### config.mk
export PLATFORM = sky130hd
export DESIGN_NAME = irq_vec_ctrl
export DESIGN_NICKNAME = d
export VERILOG_FILES = /design/src/rtl/irqc_pkg.sv /design/src/rtl/irqc_cfg_regs.sv /design/src/rtl/irqc_src_gate.sv /design/src/rtl/irqc_arbiter.sv /design/src/rtl/irqc_fsm.sv /design/src/rtl/irq_vec_ctrl.sv
export SDC_FILE = /design/constraint.sdc
export NUM_CORES = 1
export LEC_CHECK = 0
export ABC_AREA = 0
export BUFFER_PORTS_ARGS = -buffer_cell sky130_fd_sc_hd__buf_2
export CAP_MARGIN = 0
export CORE_ASPECT_RATIO = 0.75
export CORE_UTILIZATION = 50
export CTS_BUF_LIST = sky130_fd_sc_hd__clkbuf_8
export DETAILED_ROUTE_END_ITERATION = 7
export PLACE_DENSITY = 0.77
export SYNTH_ARGS = -nofsm -noshare
export SYNTH_HDL_FRONTEND = slang
export SYNTH_HIERARCHICAL = 1
export SYNTH_SLANG_ARGS = --single-unit
### constraint.sdc
create_clock -name clk -period 40.2 [get_ports clk]
set_clock_uncertainty 0.15 [all_clocks]
set_input_delay 4.02 -clock clk [delete_from_list [all_inputs] [get_ports clk]]
set_output_delay 4.02 -clock clk [all_outputs]
set_load 0.02 [all_outputs]
### src/rtl/irqc_pkg.sv
package irqc_pkg;
    localparam int NUM_EVT  = 13;
    localparam int NUM_SW   = 7;
    localparam int NUM_SRC  = NUM_EVT + NUM_SW;
    localparam int PRIO_W   = 3;
    localparam int LVL_W    = 4;
    localparam int VEC_W    = 12;
    localparam int IDX_W    = $clog2(NUM_SRC);
    localparam int EIDX_W   = $clog2(NUM_EVT + 1);
    localparam int T2_IDX   = 4;
    localparam int EVT_BASE = 8;
    localparam logic [VEC_W-1:0] SW_VEC_BASE = 12'h100;

    typedef enum logic [1:0] {
        ST_IDLE = 2'd0,
        ST_REQ  = 2'd1,
        ST_ACK  = 2'd2
    } irq_state_t;

    // Vector of event slot i; the holes in the map are kept.
    function automatic logic [VEC_W-1:0] evt_vector(input int i);
        logic [VEC_W-1:0] v;
        if (i < 6)       v = VEC_W'(12'h080 + 4 * i);
        else if (i < 8)  v = VEC_W'(12'h0A0 + 4 * (i - 6));
        else if (i == 8) v = 12'h0AC;
        else             v = VEC_W'(12'h0B0 + 4 * (i - 9));
        return v;
    endfunction

    function automatic logic [VEC_W-1:0] src_vector(input logic [IDX_W-1:0] idx);
        int i;
        i = int'(idx);
        if (i < NUM_EVT) return evt_vector(i);
        return VEC_W'(SW_VEC_BASE + VEC_W'(4 * (i - NUM_EVT)));
    endfunction
endpackage

### src/rtl/irqc_cfg_regs.sv
module irqc_cfg_regs
    import irqc_pkg::*;
(
    input  logic                 clk,
    input  logic                 rst_n,
    input  logic                 en_we,
    input  logic [NUM_EVT:0]     en_wdata,
    input  logic                 sw_en_we,
    input  logic [NUM_SW-1:0]    sw_en_wdata,
    input  logic                 prio_we,
    input  logic [EIDX_W-1:0]    prio_idx,
    input  logic [PRIO_W-1:0]    prio_wdata,
    output logic [NUM_EVT-1:0]   evt_en,
    output logic                 glb_en,
    output logic [NUM_SW-1:0]    sw_en,
    output logic [PRIO_W-1:0]    prio [NUM_EVT]
);
    always_ff @(posedge clk) begin
        if (!rst_n) begin
            evt_en <= '0;
            glb_en <= 1'b0;
        end else if (en_we) begin
            evt_en <= en_wdata[NUM_EVT-1:0];
            glb_en <= en_wdata[NUM_EVT];
        end
    end

    always_ff @(posedge clk) begin
        if (!rst_n)        sw_en <= '0;
        else if (sw_en_we) sw_en <= sw_en_wdata;
    end

    for (genvar g = 0; g < NUM_EVT; g++) begin : g_prio
        always_ff @(posedge clk) begin
            if (!rst_n)
                prio[g] <= '0;
            else if (prio_we && (prio_idx == EIDX_W'(g)))
                prio[g] <= prio_wdata;
        end
    end
endmodule

### src/rtl/irqc_src_gate.sv
module irqc_src_gate
    import irqc_pkg::*;
(
    input  logic [NUM_EVT-1:0]  evt_flag,
    input  logic                t2_cap_flag,
    input  logic [NUM_SW-1:0]   sw_req,
    input  logic [NUM_EVT-1:0]  evt_en,
    input  logic                glb_en,
    input  logic [NUM_SW-1:0]   sw_en,
    input  logic [PRIO_W-1:0]   prio [NUM_EVT],
    output logic [LVL_W-1:0]    src_lvl [NUM_SRC]
);
    // Level 0 marks a source that does not compete.
    for (genvar g = 0; g < NUM_EVT; g++) begin : g_evt
        logic raw;
        if (g == T2_IDX) begin : g_t2
            assign raw = evt_flag[g] | t2_cap_flag;
        end else begin : g_plain
            assign raw = evt_flag[g];
        end
        assign src_lvl[g] = (raw && evt_en[g] && glb_en && (prio[g] != '0))
                          ? LVL_W'(EVT_BASE + int'(prio[g])) : '0;
    end

    for (genvar s = 0; s < NUM_SW; s++) begin : g_sw
        assign src_lvl[NUM_EVT + s] = (sw_req[s] && sw_en[s]) ? LVL_W'(s + 1) : '0;
    end
endmodule

### src/rtl/irqc_arbiter.sv
module irqc_arbiter
    import irqc_pkg::*;
(
    input  logic [LVL_W-1:0]  src_lvl [NUM_SRC],
    output logic              win_valid,
    output logic [LVL_W-1:0]  win_lvl,
    output logic [VEC_W-1:0]  win_vec
);
    logic [IDX_W-1:0] best_idx;
    logic [LVL_W-1:0] best_lvl;

    // Scan in rank order; strict compare keeps the lower rank on a tie.
    always_comb begin
        best_lvl = '0;
        best_idx = '0;
        for (int i = 0; i < NUM_SRC; i++) begin
            if (src_lvl[i] > best_lvl) begin
                best_lvl = src_lvl[i];
                best_idx = IDX_W'(i);
            end
        end
    end

    assign win_valid = (best_lvl != '0);
    assign win_lvl   = best_lvl;
    assign win_vec   = src_vector(best_idx);
endmodule

### src/rtl/irqc_fsm.sv
module irqc_fsm
    import irqc_pkg::*;
(
    input  logic              clk,
    input  logic              rst_n,
    input  logic              win_valid,
    input  logic [LVL_W-1:0]  win_lvl,
    input  logic [VEC_W-1:0]  win_vec,
    input  logic [LVL_W-1:0]  cur_lvl,
    input  logic              irq_ack,
    output logic              irq_req,
    output logic [VEC_W-1:0]  irq_vec,
    output logic [LVL_W-1:0]  irq_lvl
);
    irq_state_t state, state_nx;
    logic       beats;
    logic       load;

    assign beats = win_valid && (win_lvl > cur_lvl);

    always_ff @(posedge clk) begin
        if (!rst_n) state <= ST_IDLE;
        else        state <= state_nx;
    end

    always_comb begin
        state_nx = state;
        load     = 1'b0;
        unique case (state)
            ST_IDLE: begin
                if (beats) begin
                    state_nx = ST_REQ;
                    load     = 1'b1;
                end
            end
            ST_REQ: begin
                if (irq_ack) begin
                    state_nx = ST_ACK;
                end else if (beats) begin
                    load = 1'b1;
                end else begin
                    state_nx = ST_IDLE;
                end
            end
            ST_ACK: begin
                state_nx = ST_IDLE;
            end
            default: state_nx = ST_IDLE;
        endcase
    end

    always_ff @(posedge clk) begin
        if (!rst_n) begin
            irq_vec <= '0;
            irq_lvl <= '0;
        end else if (load) begin
            irq_vec <= win_vec;
            irq_lvl <= win_lvl;
        end
    end

    assign irq_req = (state == ST_REQ);
endmodule

### src/rtl/irq_vec_ctrl.sv
module irq_vec_ctrl
    import irqc_pkg::*;
(
    input  logic                clk,
    input  logic                rst_n,
    input  logic [NUM_EVT-1:0]  evt_flag,
    input  logic                t2_cap_flag,
    input  logic [NUM_SW-1:0]   sw_req,
    input  logic                en_we,
    input  logic [NUM_EVT:0]    en_wdata,
    input  logic                sw_en_we,
    input  logic [NUM_SW-1:0]   sw_en_wdata,
    input  logic                prio_we,
    input  logic [EIDX_W-1:0]   prio_idx,
    input  logic [PRIO_W-1:0]   prio_wdata,
    input  logic [LVL_W-1:0]    cur_lvl,
    input  logic                irq_ack,
    output logic                irq_req,
    output logic [VEC_W-1:0]    irq_vec,
    output logic [LVL_W-1:0]    irq_lvl
);
    logic [NUM_EVT-1:0] evt_en;
    logic               glb_en;
    logic [NUM_SW-1:0]  sw_en;
    logic [PRIO_W-1:0]  prio [NUM_EVT];
    logic [LVL_W-1:0]   src_lvl [NUM_SRC];
    logic               win_valid;
    logic [LVL_W-1:0]   win_lvl;
    logic [VEC_W-1:0]   win_vec;

    irqc_cfg_regs u_cfg (
        .clk(clk), .rst_n(rst_n),
        .en_we(en_we), .en_wdata(en_wdata),
        .sw_en_we(sw_en_we), .sw_en_wdata(sw_en_wdata),
        .prio_we(prio_we), .prio_idx(prio_idx), .prio_wdata(prio_wdata),
        .evt_en(evt_en), .glb_en(glb_en), .sw_en(sw_en), .prio(prio)
    );

    irqc_src_gate u_gate (
        .evt_flag(evt_flag), .t2_cap_flag(t2_cap_flag), .sw_req(sw_req),
        .evt_en(evt_en), .glb_en(glb_en), .sw_en(sw_en), .prio(prio),
        .src_lvl(src_lvl)
    );

    irqc_arbiter u_arb (
        .src_lvl(src_lvl), .win_valid(win_valid),
        .win_lvl(win_lvl), .win_vec(win_vec)
    );

    irqc_fsm u_fsm (
        .clk(clk), .rst_n(rst_n),
        .win_valid(win_valid), .win_lvl(win_lvl), .win_vec(win_vec),
        .cur_lvl(cur_lvl), .irq_ack(irq_ack),
        .irq_req(irq_req), .irq_vec(irq_vec), .irq_lvl(irq_lvl)
    );
endmodule

[Word-level counts from Yosys, hierarchy flattened]
Index checks and enable logic that the tools add are counted.
Cells by class
  magnitude comparators: 24
  reductions and logical operators: 77
  add/sub/neg operators: 20
  equality and inequality tests: 16
  bitwise operators: 1
  multiplexer cells: 72
Operators by type and width (count)
  4-bit two-way mux: 41
  1-bit logical AND: 60
  12-bit two-way mux: 5
  4-bit by 3-bit adder with 4-bit output (first input constant): 13
  4-bit > comparator: 13
  3-bit nonzero test: 13
  8-bit by 12-bit adder with 12-bit output (first input constant): 2
  3-bit two-way mux: 8
  4-bit equality test (second input constant): 5
  5-bit two-way mux: 4
  4-bit by 3-bit equality test with 1-bit output (second input constant): 4
  3-bit by 4-bit > comparator with 1-bit output: 4
  2-bit two-way mux: 7
  9-bit by 12-bit adder with 12-bit output (first input constant): 1
  5-bit by 4-bit subtractor with 6-bit output (second input constant): 2
  5-bit by 4-bit less-than comparator with 1-bit output (second input constant): 2
  8-bit by 7-bit adder with 9-bit output (first input constant): 1
  4-bit by 2-bit equality test with 1-bit output (second input constant): 2
  2-bit by 4-bit > comparator with 1-bit output: 2
  5-bit by 3-bit subtractor with 6-bit output (second input constant): 1
  5-bit equality test (second input constant): 1
  5-bit by 3-bit less-than comparator with 1-bit output (second input constant): 1
  1-bit two-way mux: 5
  4-bit by 1-bit equality test with 1-bit output (second input constant): 1
  other kinds (12): 12
Storage, ports and cells
  output and inout port bits: 17
  register bits: 78
  word-level logic and storage cells: 229
  bits of input ports: 59

[Longest topological paths before layout]
Gate-level depths: netlist (run 1).
  word-level depth: 51
  depth in mapped cells: 159
  mapped depth without buffers: 154

[Cells and area by module]
The synthesis (run 1) kept the hierarchy.
Modules (own cells, without submodules)
  irqc_arbiter: times used 1, seq. area each 0.0 um2, cells each 669, area an instance 4594.4 um2
  irqc_cfg_regs: times used 1, seq. area each 1201.2 um2, cells each 218, area an instance 2260.9 um2
  irqc_fsm: times used 1, seq. area each 360.3 um2, cells each 89, area an instance 827.0 um2
  irqc_src_gate: times used 1, seq. area each 0.0 um2, cells each 95, area an instance 730.7 um2

[Worst setup path after synthesis (run 1)]
No wires, ideal clock.
  path type: input port to flip-flop
  start point: input evt_flag[0]
  end point: register u_fsm.irq_vec[7]
  data required time: 39.978 ns
  arrival: 31.705 ns
  setup time: 0.072 ns
  path buffers: 5
  stages on the path: 139
  path slack: 8.274 ns
  path through: and3_4 > and2_2 > inv_1 > ha_1 > nor2b_1 > o211ai_2 > a21oi_1 > mux2i_1 > ha_1 > a21oi_1 > a21oi_1 > a22oi_1 > and4_1 > clkbuf_1 > mux2_2 > ha_1 > a2bb2oi_1 > o211a_1 > (+103 left out) > a21oi_1 > or2_2 > ha_1 > nor2b_1 > o21ai_0 > nand2b_1 > a21oi_1 > a41oi_1 > nor3_1 > inv_1 > ha_1 > xnor2_1 > ha_1 > xnor2_1 > a311o_1 > o21ai_1 > nand2_1 > mux2i_1
RTL lines
  start, declared: line irq_vec_ctrl.sv:6  | input logic [NUM_EVT-1:0] evt_flag,
  end signal, assigned: line irqc_fsm.sv:57  | irq_vec <= win_vec;
  end, declared: line irqc_fsm.sv:12  | output logic [VEC_W-1:0] irq_vec,

==> results of run 1 <==
## path summary, 6_finish.rpt
kind / to / start / cells past startpoint / slack [ns]
hold / removal: u_fsm/irq_lvl[3]$_SDFFE_PN0P_ / u_fsm/irq_lvl[3]$_SDFFE_PN0P_ / 2 / 0.31
setup / recovery: u_fsm/irq_vec[7]$_SDFFE_PN0P_ / evt_flag[0] / 137 / 4.88
hold reg to reg: u_fsm/irq_lvl[3]$_SDFFE_PN0P_ / u_fsm/irq_lvl[3]$_SDFFE_PN0P_ / 2 / 0.31
setup reg to reg: u_fsm/irq_vec[7]$_SDFFE_PN0P_ / u_cfg/glb_en$_SDFFE_PN0P_ / 136 / 7.73
## cell type report
| type | count | area, µm² |
|---|---|---|
| sequential | 78 | 1560 |
| clock buffer | 10 | 138 |
| clock inverter | 5 | 28.8 |
| inverter | 74 | 278 |
| timing repair buffer | 76 | 383 |
| fill | 1521 | 7300 |
| tap | 210 | 263 |
| multi-input combinational | 877 | 6270 |
## kinds of logic after synthesis
| kind of cell | Yosys count | share of synthesized area, % |
|---|---|---|
| AND/OR/NAND/NOR | 410 | 25.8 |
| AO/OA/AOI/OAI | 262 | 23.8 |
| buffers and inverters | 135 | 7.81 |
| multiplexers | 113 | 13.8 |
| flip-flops | 78 | 18.6 |
| adder cells (fa/ha/maj) | 64 | 9.38 |
| XOR/XNOR | 7 | 0.729 |
| other | 2 | 0.0893 |
## state kept, by name, summed over array words and instances, names as in the netlist
signal and cells:
u_cfg/evt_en 13, u_cfg/glb_en 1, u_cfg/prio 39, u_cfg/sw_en 7, u_fsm/irq_lvl 4, u_fsm/irq_vec 12
u_fsm/state 2
## tightest hold or removal path, delay by kind of cell (launching register included)
family | cells | cell delay (ns)
and+or+nand+nor | 1 | 0.05
muxes | 1 | 0.05
DFF | 1 | 0.31
## where the power goes
group | internal (mW) | switching (mW) | total (mW) | leakage [nW]
Clock | 0.0233 | 0.0296 | 0.0529 | 0.0907
Sequential | 0.0839 | 0.00326 | 0.0871 | 0.635
Combinational | 0.0902 | 0.129 | 0.219 | 3.12
## through the flow
stage          total power, mW  worst slack, ns
4_1_cts                  0.357             5.31
3_3_place_gp             0.299             5.70
2_1_floorplan            0.271             8.27
5_1_grt                  0.386             2.36
3_5_place_dp             0.302             5.08
6_report                 0.359             4.88
## cell usage in the layout, fill, tap and decap left out, types with 21 or more instances in the layout
master,count
sky130_fd_sc_hd__a21oi_1,38
sky130_fd_sc_hd__and2_1,46
sky130_fd_sc_hd__buf_2,75
sky130_fd_sc_hd__conb_1,21
sky130_fd_sc_hd__dfxtp_1,78
sky130_fd_sc_hd__ha_1,59
sky130_fd_sc_hd__inv_1,76
sky130_fd_sc_hd__mux2i_1,92
sky130_fd_sc_hd__nand2_1,135
sky130_fd_sc_hd__nand3_1,25
sky130_fd_sc_hd__nor2_1,58
sky130_fd_sc_hd__nor2b_1,36
sky130_fd_sc_hd__o21ai_0,46
## metal layers
layer | track usage (%) | vias to the layer above | share of wire, % | wire [µm]
met5 | 0 | - | 0 | 0
met4 | 3.76 | 0 | 0.42 | 84
met3 | 4.26 | 7 | 6.5 | 1310
met2 | 34.4 | 224 | 40 | 8120
met1 | 35.8 | 3536 | 53 | 10500
li1 | - | 3925 | - | -
==> impl_results.html, run 1 <==
<table>
<tr><th>Metric</th><th>Value</th></tr>
<tr><th colspan="2">Floorplanning</th></tr>
<tr><td>Number of top-level design ports</td><td>between 70 and 80</td></tr>
<tr><td>Area inside the core boundary</td><td>0.0162 mm²</td></tr>
<tr><td>Initial Utilization</td><td>51.9%</td></tr>
<tr><td>Die Area</td><td>roughly 0.017 mm²</td></tr>
<tr><td>Placement row count</td><td>40</td></tr>
<tr><td>Chip Width</td><td>152 µm</td></tr>
<tr><td>Height of the die</td><td>114 µm</td></tr>
<tr><th colspan="2">Yosys</th></tr>
<tr><td>Post-synth EDFFs</td><td>0</td></tr>
<tr><td>Number of warnings issued by yosys</td><td>6</td></tr>
<tr><td>Flops &amp; latches, synth</td><td>78</td></tr>
<tr><td>Most numerous cell in the Yosys netlist</td><td>sky130_fd_sc_hd__nand2_1</td></tr>
<tr><td>Most area-hungry cell type in the Yosys netlist</td><td>sky130_fd_sc_hd__dfxtp_1</td></tr>
<tr><td>Netlist cell types</td><td>107</td></tr>
<tr><td>Post-Syn Area per Cell</td><td>roughly 8 µm²</td></tr>
<tr><td>Top_reg_cell synth</td><td>sky130_fd_sc_hd__dfxtp_1</td></tr>
<tr><td>Top cells by count, synth</td><td>135 x sky130_fd_sc_hd__nand2_1, 92 x sky130_fd_sc_hd__mux2i_1, 78 x sky130_fd_sc_hd__dfxtp_1, 74 x sky130_fd_sc_hd__inv_1, 59 x sky130_fd_sc_hd__ha_1</td></tr>
<tr><td>Top cells by area, synth</td><td>sky130_fd_sc_hd__dfxtp_1 19%, sky130_fd_sc_hd__mux2i_1 11%, sky130_fd_sc_hd__ha_1 8.8%, sky130_fd_sc_hd__nand2_1 6.0%, sky130_fd_sc_hd__and2_1 3.4%</td></tr>
<tr><td>Post-synthesis instance area</td><td>0.00841 mm²</td></tr>
<tr><td>Synthesized netlist cell count</td><td>1,071</td></tr>
<tr><td>Sequential share of the synthesized area</td><td>about 19%</td></tr>
<tr><td>Top cell type's share of synthesized area</td><td>a little under a fifth</td></tr>
<tr><td>Ys async rst share</td><td>0%</td></tr>
<tr><th colspan="2">Layout</th></tr>
<tr><td>Nets</td><td>roughly 1,200</td></tr>
<tr><td>Ant diodes</td><td>0</td></tr>
<tr><td>Final standard cell count with taps included and fillers excluded</td><td>1,330</td></tr>
<tr><td>P&amp;R area growth vs syn</td><td>5.99%</td></tr>
<tr><td>Share of layout cells above drive strength 1</td><td>between 10% and 20%</td></tr>
<tr><td>Post-route cell area</td><td>0.00892 mm²</td></tr>
<tr><td>Final standard cell utilization of the core</td><td>55.0%</td></tr>
<tr><th colspan="2">Job</th></tr>
<tr><td>Number of max-capacitance violations reported</td><td>0</td></tr>
<tr><th colspan="2">Worst setup path</th></tr>
<tr><td>Worst setup path category</td><td>input pin to flip-flop</td></tr>
<tr><td>Critical path's most frequent cell</td><td>sky130_fd_sc_hd__ha_1</td></tr>
<tr><td>Combined buffer and inverter count along the critical path</td><td>7</td></tr>
<tr><td>Kind of end point of the critical path</td><td>flip-flop</td></tr>
<tr><td>Worst path top cell family by delay</td><td>compound AO/OA/AOI/OAI gates</td></tr>
<tr><td>WP data arrival</td><td>roughly 35 ns</td></tr>
<tr><td>Cell with the largest stage delay on the worst path</td><td>sky130_fd_sc_hd__nor3_1</td></tr>
<tr><td>Category of the worst setup path launch point</td><td>input pin</td></tr>
<tr><td>Largest fanout on the critical path</td><td>11</td></tr>
<tr><td>Critical path required time</td><td>40.34 ns</td></tr>
<tr><td>Highest cell delay on the worst timing path</td><td>0.72 ns</td></tr>
<tr><th colspan="2">Pwr</th></tr>
<tr><td>Leak</td><td>3.85 nW</td></tr>
<tr><td>Power per standard cell area</td><td>40.3 mW/mm²</td></tr>
<tr><td>Maximum resistive drop on vdd</td><td>0.0851 mV</td></tr>
<tr><th colspan="2">CTS</th></tr>
<tr><td>Clock Pin Slew Worst Setup and Hold Paths</td><td>0.07 ns</td></tr>
<tr><td>Number of buffers inserted during clock tree synthesis</td><td>9</td></tr>
<tr><td>Sinks on Clock Net</td><td>approximately 80</td></tr>
<tr><td>CTS root buffer</td><td>sky130_fd_sc_hd__clkbuf_8</td></tr>
<tr><td>Number of hold buffers added after cts</td><td>0</td></tr>
<tr><td>Number of buffers added for setup after CTS</td><td>0</td></tr>
<tr><td>Buffer levels on the longest clock path</td><td>2</td></tr>
<tr><td>Resized Gates After CTS</td><td>0</td></tr>
<tr><td>Clock latency on the worst-skew pair</td><td>0.36 ns</td></tr>
<tr><td>TritonCTS clock tree</td><td>yes</td></tr>
<tr><td>Maximum level of the CTS H-tree</td><td>3</td></tr>
<tr><th colspan="2">Drt</th></tr>
<tr><td>Detailed router's first-iteration violation count</td><td>712</td></tr>
<tr><td>DR vias</td><td>a little under 8,000</td></tr>
<tr><td>Detailed-routing iteration count for the pre-antenna-repair pass</td><td>5</td></tr>
<tr><td>Average via count per standard cell</td><td>5.78</td></tr>
<tr><td>Count of antenna-violating nets left after detailed routing</td><td>0</td></tr>
<tr><td>Total wire length after detailed routing</td><td>20,100 µm</td></tr>
<tr><td>DRC</td><td>0</td></tr>
<tr><td>Mean routed wirelength per cell</td><td>15.1 µm</td></tr>
<tr><th colspan="2">Timing</th></tr>
<tr><td>Period utilisation layout</td><td>between 80 and 90%</td></tr>
<tr><td>Slew at the pin closest to its max-slew limit</td><td>0.949 ns</td></tr>
<tr><td>RSZ-0062 raised after global routing</td><td>false</td></tr>
<tr><td>Max Fclk</td><td>between 20 and 30 MHz</td></tr>
<tr><td>Final setup violation count</td><td>0</td></tr>
<tr><td>Count of final hold-check violations</td><td>0</td></tr>
<tr><td>Clock period minus worst slack</td><td>between 30 and 40 ns</td></tr>
<tr><td>Final slew viol count</td><td>0</td></tr>
<tr><td>Sum of negative setup slack</td><td>0 ns</td></tr>
<tr><td>Slew Limit Headroom</td><td>36.1%</td></tr>
<tr><td>Worst hold slack across all endpoints</td><td>roughly 0.31 ns</td></tr>
<tr><th colspan="2">Global route</th></tr>
<tr><td>Initial antenna violation count</td><td>1</td></tr>
<tr><td>Overflow after GRT</td><td>0</td></tr>
<tr><td>Via count of the first global-routing pass</td><td>6,974</td></tr>
<tr><td>Wire length of the first global-routing pass</td><td>roughly 33,000 µm</td></tr>
<tr><td>Largest net degree at the start of global routing</td><td>51</td></tr>
<tr><td>Gr usage total</td><td>23.5%</td></tr>
<tr><th colspan="2">Placement</th></tr>
<tr><td>Post-DP HPWL</td><td>15,600 µm</td></tr>
<tr><td>Instance area at placement</td><td>between 0.008 and 0.009 mm²</td></tr>
<tr><td>Placed Cells</td><td>between 1,000 and 1,500</td></tr>
<tr><td>Last weighted congestion value of the routability-driven placer</td><td>roughly 0.94</td></tr>
<tr><td>Port Buf Inserts</td><td>75</td></tr>
<tr><th colspan="2">Hold path</th></tr>
<tr><td>Worst hold path type</td><td>flip-flop to flip-flop</td></tr>
<tr><th colspan="2">Run status</th></tr>
<tr><td>Run status</td><td>completed</td></tr>
</table>
(Power assumes the default switching activity.)
==> inputs of run 2 (changes only) <==
--- a/config.mk
+++ b/config.mk
@@ -6,7 +6,7 @@
 export NUM_CORES = 1
 export LEC_CHECK = 0
 export ABC_AREA = 0
-export BUFFER_PORTS_ARGS = -buffer_cell sky130_fd_sc_hd__buf_2
+export BUFFER_PORTS_ARGS = -buffer_cell sky130_fd_sc_hd__buf_4
 export CAP_MARGIN = 0
 export CORE_ASPECT_RATIO = 0.75
 export CORE_UTILIZATION = 50
==> run 2 against run 1 <==
Worst hold slack gained 0.0035 ns. Clock power grew 32%. Via count grew 1.1%. Sequential power is essentially flat. Total power grew 5.5%. Register-to-register slack lost 0.17 ns. Non-clock buffer count is the same. Cell count is essentially flat. Fmax shrank 0.59%. Sequential share of layout area shrank 0.48 points. Largest power group unchanged.
==> impl_results.html, run 2 (synthesis gave the netlist of run 1 again) <==
<table>
<tr><th>Metric</th><th>Value</th></tr>
<tr><th colspan="2">Pwr</th></tr>
<tr><td>Maximum resistive drop on vdd</td><td>0.0949 mV (+11%)</td></tr>
<tr><td>Net load switching power</td><td>0.163 mW (+0.72%)</td></tr>
<tr><td>Part of the power in registers</td><td>23.1% (-1.2 points)</td></tr>
<tr><td>Int Power</td><td>0.216 mW (+9.5%)</td></tr>
<tr><td>Leak</td><td>3.93 nW (+2.1%)</td></tr>
<tr><td>Part of the total power dissipated in combinational logic</td><td>58.5% (-2.5 points)</td></tr>
<tr><td>Fraction of power spent switching nets</td><td>43.0% (-2.1 points)</td></tr>
<tr><td>Share of power burned in the clock network</td><td>18.4% (+3.7 points)</td></tr>
<tr><td>Power per standard cell area</td><td>41.3 mW/mm² (+2.6%)</td></tr>
<tr><th colspan="2">Timing</th></tr>
<tr><td>RSZ-0062 raised after global routing</td><td>false</td></tr>
<tr><td>Clock period minus worst slack</td><td>35.53 ns (+0.208 ns)</td></tr>
<tr><td>Final slew viol count</td><td>0 (unchanged)</td></tr>
<tr><td>Final setup violation count</td><td>0 (unchanged)</td></tr>
<tr><td>Sum of negative setup slack</td><td>0 ns (unchanged)</td></tr>
<tr><td>Slew at the pin closest to its max-slew limit</td><td>0.975 ns (+0.0263 ns)</td></tr>
<tr><td>Count of final hold-check violations</td><td>0 (unchanged)</td></tr>
<tr><td>Post-route worst setup slack</td><td>4.67 ns (-0.208 ns)</td></tr>
<tr><td>Period utilisation layout</td><td>88.4% (+0.52 points)</td></tr>
<tr><td>Slew Limit Headroom</td><td>34.4% (-1.8 points)</td></tr>
<tr><td>Max Fclk</td><td>28.1 MHz (-0.59%)</td></tr>
<tr><th colspan="2">CTS</th></tr>
<tr><td>Maximum level of the CTS H-tree</td><td>3 (unchanged)</td></tr>
<tr><td>Number of buffers inserted during clock tree synthesis</td><td>9 (unchanged)</td></tr>
<tr><td>TritonCTS clock tree</td><td>yes</td></tr>
<tr><td>Buffer levels on the longest clock path</td><td>2 (unchanged)</td></tr>
<tr><td>Resized Gates After CTS</td><td>0 (unchanged)</td></tr>
<tr><td>Number of buffers added for setup after CTS</td><td>0 (unchanged)</td></tr>
<tr><td>Number of hold buffers added after cts</td><td>0 (unchanged)</td></tr>
<tr><td>Clock latency on the worst-skew pair</td><td>0.37 ns (about the same)</td></tr>
<tr><td>Sinks on Clock Net</td><td>78 (unchanged)</td></tr>
<tr><td>CTS root buffer</td><td>sky130_fd_sc_hd__clkbuf_8</td></tr>
<tr><td>Clock Pin Slew Worst Setup and Hold Paths</td><td>0.08 ns (about the same)</td></tr>
<tr><th colspan="2">Layout</th></tr>
<tr><td>Count of fill cells added during filler insertion</td><td>1,481 (-2.6%)</td></tr>
<tr><td>Leading cell type in the layout, fill and taps excluded</td><td>sky130_fd_sc_hd__nand2_1</td></tr>
<tr><td>P&amp;R area growth vs syn</td><td>9.01%</td></tr>
<tr><td>Largest regs</td><td>u_cfg/prio (39), u_cfg/evt_en (13), u_fsm/irq_vec (12)</td></tr>
<tr><td>Register area</td><td>0.00156 mm² (unchanged)</td></tr>
<tr><td>Area used by multi-input combinational logic</td><td>0.00627 mm² (unchanged)</td></tr>
<tr><td>Share of layout cells above drive strength 1</td><td>16.1% (+0.16 points)</td></tr>
<tr><td>Final standard cell utilization of the core</td><td>56.6% (+1.6 points)</td></tr>
<tr><td>Highest-count cells in the layout ignoring fill and taps</td><td>135 x sky130_fd_sc_hd__nand2_1, 92 x sky130_fd_sc_hd__mux2i_1, 78 x sky130_fd_sc_hd__dfxtp_1</td></tr>
<tr><td>Nets</td><td>1,234 (unchanged)</td></tr>
<tr><td>Flip-flop count of the largest register after layout</td><td>39 (unchanged)</td></tr>
<tr><td>Ant diodes</td><td>0 (unchanged)</td></tr>
<tr><td>Post-route cell area</td><td>0.00917 mm² (+2.8%)</td></tr>
<tr><td>Register containing the most flip-flops in the final layout</td><td>u_cfg/prio</td></tr>
<tr><th colspan="2">Worst setup path</th></tr>
<tr><td>Kind of end point of the critical path</td><td>flip-flop</td></tr>
<tr><td>Category of the worst setup path launch point</td><td>input pin</td></tr>
<tr><td>Highest cell delay on the worst timing path</td><td>0.72 ns (about the same)</td></tr>
<tr><td>Cell with the largest stage delay on the worst path</td><td>sky130_fd_sc_hd__nor3_1</td></tr>
<tr><td>Worst setup path category</td><td>input pin to flip-flop</td></tr>
<tr><td>Largest fanout on the critical path</td><td>11 (unchanged)</td></tr>
<tr><td>Critical path's most frequent cell</td><td>sky130_fd_sc_hd__ha_1</td></tr>
<tr><td>WP data arrival</td><td>35.67 ns (+0.21 ns)</td></tr>
<tr><td>Critical path required time</td><td>40.34 ns (about the same)</td></tr>
<tr><td>Worst-case reg-to-reg path depth</td><td>136 (unchanged)</td></tr>
<tr><th colspan="2">Drt</th></tr>
<tr><td>DR vias</td><td>7,776 (+1.1%)</td></tr>
<tr><td>Count of antenna-violating nets left after detailed routing</td><td>0 (unchanged)</td></tr>
<tr><td>Total wire length after detailed routing</td><td>20,600 µm (+2.9%)</td></tr>
<tr><td>Mean routed wirelength per cell</td><td>15.5 µm (+2.8%)</td></tr>
<tr><td>Detailed-routing iteration count for the pre-antenna-repair pass</td><td>5 (unchanged)</td></tr>
<tr><td>Met2 Routed Length</td><td>8410 µm (+3.6%)</td></tr>
<tr><td>Met3 Routed Length</td><td>1280 µm (-2.0%)</td></tr>
<tr><td>Sum of routed wire segments on met1</td><td>10,700 µm (+1.6%)</td></tr>
<tr><td>Detailed router's first-iteration violation count</td><td>500 (-30%)</td></tr>
<tr><td>DRC</td><td>0 (unchanged)</td></tr>
<tr><td>Average via count per standard cell</td><td>5.84 (+1.0%)</td></tr>
<tr><td>Uppermost signal routing layer after detailed routing</td><td>met4</td></tr>
<tr><th colspan="2">Job</th></tr>
<tr><td>Number of max-capacitance violations reported</td><td>0 (unchanged)</td></tr>
<tr><th colspan="2">Global route</th></tr>
<tr><td>Initial antenna violation count</td><td>1 (unchanged)</td></tr>
<tr><td>Gr usage total</td><td>24.2% (+0.67 points)</td></tr>
<tr><td>Via count of the first global-routing pass</td><td>7,206 (+3.3%)</td></tr>
<tr><td>Overflow after GRT</td><td>0 (unchanged)</td></tr>
<tr><td>Largest net degree at the start of global routing</td><td>51 (unchanged)</td></tr>
<tr><td>Wire length of the first global-routing pass</td><td>34,100 µm (+2.4%)</td></tr>
<tr><th colspan="2">Floorplanning</th></tr>
<tr><td>Height of the die</td><td>114 µm (unchanged)</td></tr>
<tr><td>Number of top-level design ports</td><td>76 (unchanged)</td></tr>
<tr><td>Initial Utilization</td><td>51.9% (unchanged)</td></tr>
<tr><td>Area inside the core boundary</td><td>0.0162 mm² (unchanged)</td></tr>
<tr><td>Chip Width</td><td>152 µm (unchanged)</td></tr>
<tr><td>Placement row count</td><td>40 (unchanged)</td></tr>
<tr><td>Die Area</td><td>0.0174 mm² (unchanged)</td></tr>
<tr><th colspan="2">Hold path</th></tr>
<tr><td>Worst hold path depth</td><td>2 (unchanged)</td></tr>
<tr><td>Worst hold path type</td><td>flip-flop to flip-flop</td></tr>
<tr><th colspan="2">Placement</th></tr>
<tr><td>Port Buf Inserts</td><td>75 (unchanged)</td></tr>
<tr><td>Last weighted congestion value of the routability-driven placer</td><td>0.948 (+0.81%)</td></tr>
<tr><td>Placement Setup Slack</td><td>4.97 ns (-0.111 ns)</td></tr>
<tr><td>Post-DP HPWL</td><td>16,100 µm (+3.3%)</td></tr>
<tr><td>Instance area at placement</td><td>0.00894 mm² (+2.1%)</td></tr>
<tr><th colspan="2">Run status</th></tr>
<tr><td>Run status</td><td>completed</td></tr>
</table>
## run 2: power groups by stage
stage	Clock, mW	Combinational [mW]	Sequential (mW)
2_1_floorplan	0	0.179	0.0927
3_3_place_gp	0	0.214	0.0887
3_5_place_dp	0	0.217	0.0889
4_1_cts	0.0714	0.218	0.0874
5_1_grt	0.0740	0.244	0.0881
6_report	0.0698	0.222	0.0874
## run 2: metal layers
layer	global-route usage, %	vias up
li1	-	3929
met1	35.7	3587
met2	35.9	239
met3	4.34	21
met4	5.61	0
met5	0	-
## run 2: worst max-delay path, delay by kind of cell
kind	cells	cell delay (ns)
and+or+nand+nor	34	6.35
xor gates and xnor gates	3	0.46
muxes	18	5.32
adders and majority gates	24	7.62
AOI/OAI and AO/OA	51	11.35
buffers and inverters	7	0.46
## run 2: final cells by class
type | instances | area share (%)
Clock buffer | 11 | 1.65
Inverter | 74 | 3.03
Multi-Input combinational cell | 877 | 68.3
Clock inverter | 5 | 0.887
Tap cell | 210 | 2.86
Sequential cell | 78 | 17.0
Timing Repair Buffer | 76 | 6.22
## run 2: metrics by stage
step,cells,total power [mW],hold slack (ns)
after global placement,1315,0.303,0.293
after global routing,1331,0.406,0.335
after floorplan,1090,0.271,0.293
after detailed placement,1315,0.306,0.300
after CTS,1331,0.377,0.317
final,1331,0.379,0.314
## run 2: final timing paths
path                                       from                             to  slack [ns]
hold reg to reg   u_fsm/irq_vec[2]$_SDFFE_PN0P_  u_fsm/irq_vec[2]$_SDFFE_PN0P_        0.31
setup reg to reg      u_cfg/glb_en$_SDFFE_PN0P_  u_fsm/irq_vec[7]$_SDFFE_PN0P_        7.56
hold / removal    u_fsm/irq_vec[2]$_SDFFE_PN0P_  u_fsm/irq_vec[2]$_SDFFE_PN0P_        0.31
setup / recovery                    evt_flag[0]  u_fsm/irq_vec[7]$_SDFFE_PN0P_        4.67
==> inputs of run 3 (changes only) <==
--- a/config.mk
+++ b/config.mk
@@ -9,10 +9,10 @@
 export BUFFER_PORTS_ARGS = -buffer_cell sky130_fd_sc_hd__buf_4
 export CAP_MARGIN = 0
 export CORE_ASPECT_RATIO = 0.75
-export CORE_UTILIZATION = 50
+export CORE_UTILIZATION = 41
 export CTS_BUF_LIST = sky130_fd_sc_hd__clkbuf_8
 export DETAILED_ROUTE_END_ITERATION = 7
-export PLACE_DENSITY = 0.77
+export PLACE_DENSITY = 0.67
 export SYNTH_ARGS = -nofsm -noshare
 export SYNTH_HDL_FRONTEND = slang
 export SYNTH_HIERARCHICAL = 1
==> run 3 against run 2 <==
Flip-flop and latch count unchanged. Global-route usage down 4.6 points. Via count down 0.96%. Critical path depth unchanged. Clock power down 8.2%. Die area up 22%. Sequential power about the same. First-iteration DRC count up 14%. Critical path type unchanged. Largest cell class unchanged. Largest power group unchanged. Highest routed layer unchanged.
==> impl_results.html, run 3 (synthesis gave the netlist of run 1 again) <==
<table>
<tr><th>Metric</th><th>Value</th></tr>
<tr><th colspan="2">Drt</th></tr>
<tr><td>Mean routed wirelength per cell</td><td>15.1 µm (-2.8%)</td></tr>
<tr><td>Count of antenna-violating nets left after detailed routing</td><td>0 (unchanged)</td></tr>
<tr><td>Detailed router's first-iteration violation count</td><td>571 (+14%)</td></tr>
<tr><td>DRC</td><td>0 (unchanged)</td></tr>
<tr><td>DR vias</td><td>7,701 (-0.96%)</td></tr>
<tr><td>Average via count per standard cell</td><td>5.60 (-4.1%)</td></tr>
<tr><td>Detailed-routing iteration count for the pre-antenna-repair pass</td><td>5 (unchanged)</td></tr>
<tr><td>Total wire length after detailed routing</td><td>20,700 µm (+0.46%)</td></tr>
<tr><th colspan="2">Timing</th></tr>
<tr><td>Slew Limit Headroom</td><td>36.5% (+2.2 points)</td></tr>
<tr><td>Max Fclk</td><td>27.9 MHz (-1.0%)</td></tr>
<tr><td>Count of final hold-check violations</td><td>0 (unchanged)</td></tr>
<tr><td>Final slew viol count</td><td>0 (unchanged)</td></tr>
<tr><td>Final setup violation count</td><td>0 (unchanged)</td></tr>
<tr><td>Slew at the pin closest to its max-slew limit</td><td>0.937 ns (-0.0382 ns)</td></tr>
<tr><td>Clock period minus worst slack</td><td>35.90 ns (+0.376 ns)</td></tr>
<tr><td>Sum of negative setup slack</td><td>0 ns (unchanged)</td></tr>
<tr><td>RSZ-0062 raised after global routing</td><td>false</td></tr>
<tr><td>Period utilisation layout</td><td>89.3% (+0.94 points)</td></tr>
<tr><th colspan="2">Floorplanning</th></tr>
<tr><td>Area inside the core boundary</td><td>0.0197 mm² (+22%)</td></tr>
<tr><td>Die Area</td><td>0.0211 mm² (+22%)</td></tr>
<tr><td>Number of top-level design ports</td><td>76 (unchanged)</td></tr>
<tr><td>Chip Width</td><td>167 µm (+10%)</td></tr>
<tr><td>Height of the die</td><td>126 µm (+10%)</td></tr>
<tr><td>Placement row count</td><td>44 (+10%)</td></tr>
<tr><td>Initial Utilization</td><td>42.7% (-9.2 points)</td></tr>
<tr><th colspan="2">CTS</th></tr>
<tr><td>Resized Gates After CTS</td><td>0 (unchanged)</td></tr>
<tr><td>Number of buffers added for setup after CTS</td><td>0 (unchanged)</td></tr>
<tr><td>Clock latency on the worst-skew pair</td><td>0.36 ns (about the same)</td></tr>
<tr><td>Buffer levels on the longest clock path</td><td>2 (unchanged)</td></tr>
<tr><td>Clock Pin Slew Worst Setup and Hold Paths</td><td>0.09 ns (about the same)</td></tr>
<tr><td>Number of hold buffers added after cts</td><td>0 (unchanged)</td></tr>
<tr><td>Sinks on Clock Net</td><td>78 (unchanged)</td></tr>
<tr><td>Maximum level of the CTS H-tree</td><td>3 (unchanged)</td></tr>
<tr><td>Number of buffers inserted during clock tree synthesis</td><td>9 (unchanged)</td></tr>
<tr><td>TritonCTS clock tree</td><td>yes</td></tr>
<tr><td>CTS root buffer</td><td>sky130_fd_sc_hd__clkbuf_8</td></tr>
<tr><th colspan="2">Placement</th></tr>
<tr><td>Placed Cells</td><td>1,359 (+3.3%)</td></tr>
<tr><td>Instance area at placement</td><td>0.00900 mm² (+0.69%)</td></tr>
<tr><td>Post-DP HPWL</td><td>16,400 µm (+1.7%)</td></tr>
<tr><td>Last weighted congestion value of the routability-driven placer</td><td>0.876 (-7.5%)</td></tr>
<tr><td>Port Buf Inserts</td><td>75 (unchanged)</td></tr>
<tr><th colspan="2">Worst setup path</th></tr>
<tr><td>Largest fanout on the critical path</td><td>11 (unchanged)</td></tr>
<tr><td>Combined buffer and inverter count along the critical path</td><td>5 (-2)</td></tr>
<tr><td>Critical path required time</td><td>40.33 ns (about the same)</td></tr>
<tr><td>Worst path top cell family by delay</td><td>compound AO/OA/AOI/OAI gates</td></tr>
<tr><td>Critical path's most frequent cell</td><td>sky130_fd_sc_hd__ha_1</td></tr>
<tr><td>WP data arrival</td><td>36.03 ns (+0.36 ns)</td></tr>
<tr><td>Kind of end point of the critical path</td><td>flip-flop</td></tr>
<tr><td>Highest cell delay on the worst timing path</td><td>0.58 ns (-0.14 ns)</td></tr>
<tr><td>Worst setup path category</td><td>input pin to flip-flop</td></tr>
<tr><td>Category of the worst setup path launch point</td><td>input pin</td></tr>
<tr><td>Cell with the largest stage delay on the worst path</td><td>sky130_fd_sc_hd__a21oi_1</td></tr>
<tr><th colspan="2">Layout</th></tr>
<tr><td>Register containing the most flip-flops in the final layout</td><td>u_cfg/prio</td></tr>
<tr><td>Count of fill cells added during filler insertion</td><td>1,927 (+30%)</td></tr>
<tr><td>Highest-count cells in the layout ignoring fill and taps</td><td>135 x sky130_fd_sc_hd__nand2_1, 92 x sky130_fd_sc_hd__mux2i_1, 78 x sky130_fd_sc_hd__dfxtp_1</td></tr>
<tr><td>Leading cell type in the layout, fill and taps excluded</td><td>sky130_fd_sc_hd__nand2_1</td></tr>
<tr><td>Largest regs</td><td>u_cfg/prio (39), u_cfg/evt_en (13), u_fsm/irq_vec (12)</td></tr>
<tr><td>Flip-flop count of the largest register after layout</td><td>39 (unchanged)</td></tr>
<tr><td>Post-route cell area</td><td>0.00922 mm² (+0.49%)</td></tr>
<tr><td>Nets</td><td>1,235 (+0.081%)</td></tr>
<tr><td>Final standard cell count with taps included and fillers excluded</td><td>1,375 (+3.3%)</td></tr>
<tr><td>P&amp;R area growth vs syn</td><td>9.55%</td></tr>
<tr><td>Ant diodes</td><td>0 (unchanged)</td></tr>
<tr><td>Share of layout cells above drive strength 1</td><td>16.2% (+0.16 points)</td></tr>
<tr><th colspan="2">Global route</th></tr>
<tr><td>Gr usage total</td><td>19.6% (-4.6 points)</td></tr>
<tr><td>Largest net degree at the start of global routing</td><td>69 (+35%)</td></tr>
<tr><td>Wire length of the first global-routing pass</td><td>34,300 µm (+0.55%)</td></tr>
<tr><td>Via count of the first global-routing pass</td><td>6,903 (-4.2%)</td></tr>
<tr><td>Initial antenna violation count</td><td>0 (-1)</td></tr>
<tr><td>Overflow after GRT</td><td>0 (unchanged)</td></tr>
<tr><th colspan="2">Pwr</th></tr>
<tr><td>Total Power</td><td>0.375 mW (-1.2%)</td></tr>
<tr><td>Leak</td><td>3.92 nW (-0.15%)</td></tr>
<tr><td>Maximum resistive drop on vdd</td><td>0.0795 mV (-16%)</td></tr>
<tr><td>Power per standard cell area</td><td>40.6 mW/mm² (-1.6%)</td></tr>
<tr><th colspan="2">Hold path</th></tr>
<tr><td>Worst hold path type</td><td>flip-flop to flip-flop</td></tr>
<tr><th colspan="2">Run status</th></tr>
<tr><td>Run status</td><td>completed</td></tr>
<tr><th colspan="2">Job</th></tr>
<tr><td>Number of max-capacitance violations reported</td><td>0 (unchanged)</td></tr>
</table>
==> run 3: cell count changes in the layout (fill, tap and decap cells not counted) <==
cell                        previous run  this run
sky130_fd_sc_hd__buf_4                76        77
sky130_fd_sc_hd__clkinv_4              1         3
sky130_fd_sc_hd__bufinv_16             2         1
sky130_fd_sc_hd__inv_1                75        74
==> run 3: worst register-to-register path: cells and delay by family (launching register included) <==
kind            cells  cell delay, ns
simple gates       35            6.19
xor+xnor            3            0.41
fa+ha+maj          24            7.76
flops               1            0.40
buf+inv             5            0.29
mux                18            5.41
compound gates     52           11.89
==> run 3: final timing paths <==
check / from / to / slack [ns] / cells past startpoint
worst min register to register: u_fsm/irq_vec[3]$_SDFFE_PN0P_ / u_fsm/irq_vec[3]$_SDFFE_PN0P_ / 0.31 / 2
worst max-delay path: evt_flag[1] / u_fsm/irq_vec[7]$_SDFFE_PN0P_ / 4.30 / 137
worst min-delay path: u_fsm/irq_vec[3]$_SDFFE_PN0P_ / u_fsm/irq_vec[3]$_SDFFE_PN0P_ / 0.31 / 2
worst max register to register: u_cfg/glb_en$_SDFFE_PN0P_ / u_fsm/irq_vec[7]$_SDFFE_PN0P_ / 7.62 / 137
==> run 3: report_power, final <==
group          switching (mW)  internal (mW)  total (mW)
logic                   0.129         0.0941       0.223
registers             0.00332         0.0839      0.0872
clock network          0.0314         0.0327      0.0641
total                   0.164          0.211       0.375
==> run 3: per-stage QoR <==
step	setup slack, ns	utilization (%)	hold slack, ns
floorplan	8.27	-	0.293
detailed placement	4.63	45.7	0.297
global placement	4.97	45.7	0.294
CTS	4.78	46.8	0.316
finish	4.30	46.8	0.315
global route	2.20	46.8	0.329
==> run 3: final cells by class <==
type | count | area [µm²] | area share, %
flip-flops and latches | 78 | 1560 | 16.9
well taps | 253 | 317 | 3.43
repair buffers | 77 | 578 | 6.27
inverters | 74 | 278 | 3.01
clock inverters | 5 | 65.1 | 0.706
clock buffers | 11 | 151 | 1.64
multi-input cells | 877 | 6270 | 68.0
==> run 3: metal layers <==
| metal | up-vias | routed length [µm] | global-route usage [%] |
|---|---|---|---|
| met2 | 187 | 7860 | 27.0 |
| met3 | 11 | 1170 | 4.05 |
| met4 | 0 | 137 | 3.35 |
| met1 | 3559 | 11600 | 30.6 |
| li1 | 3944 | - | - |
| met5 | - | 0 | 0 |
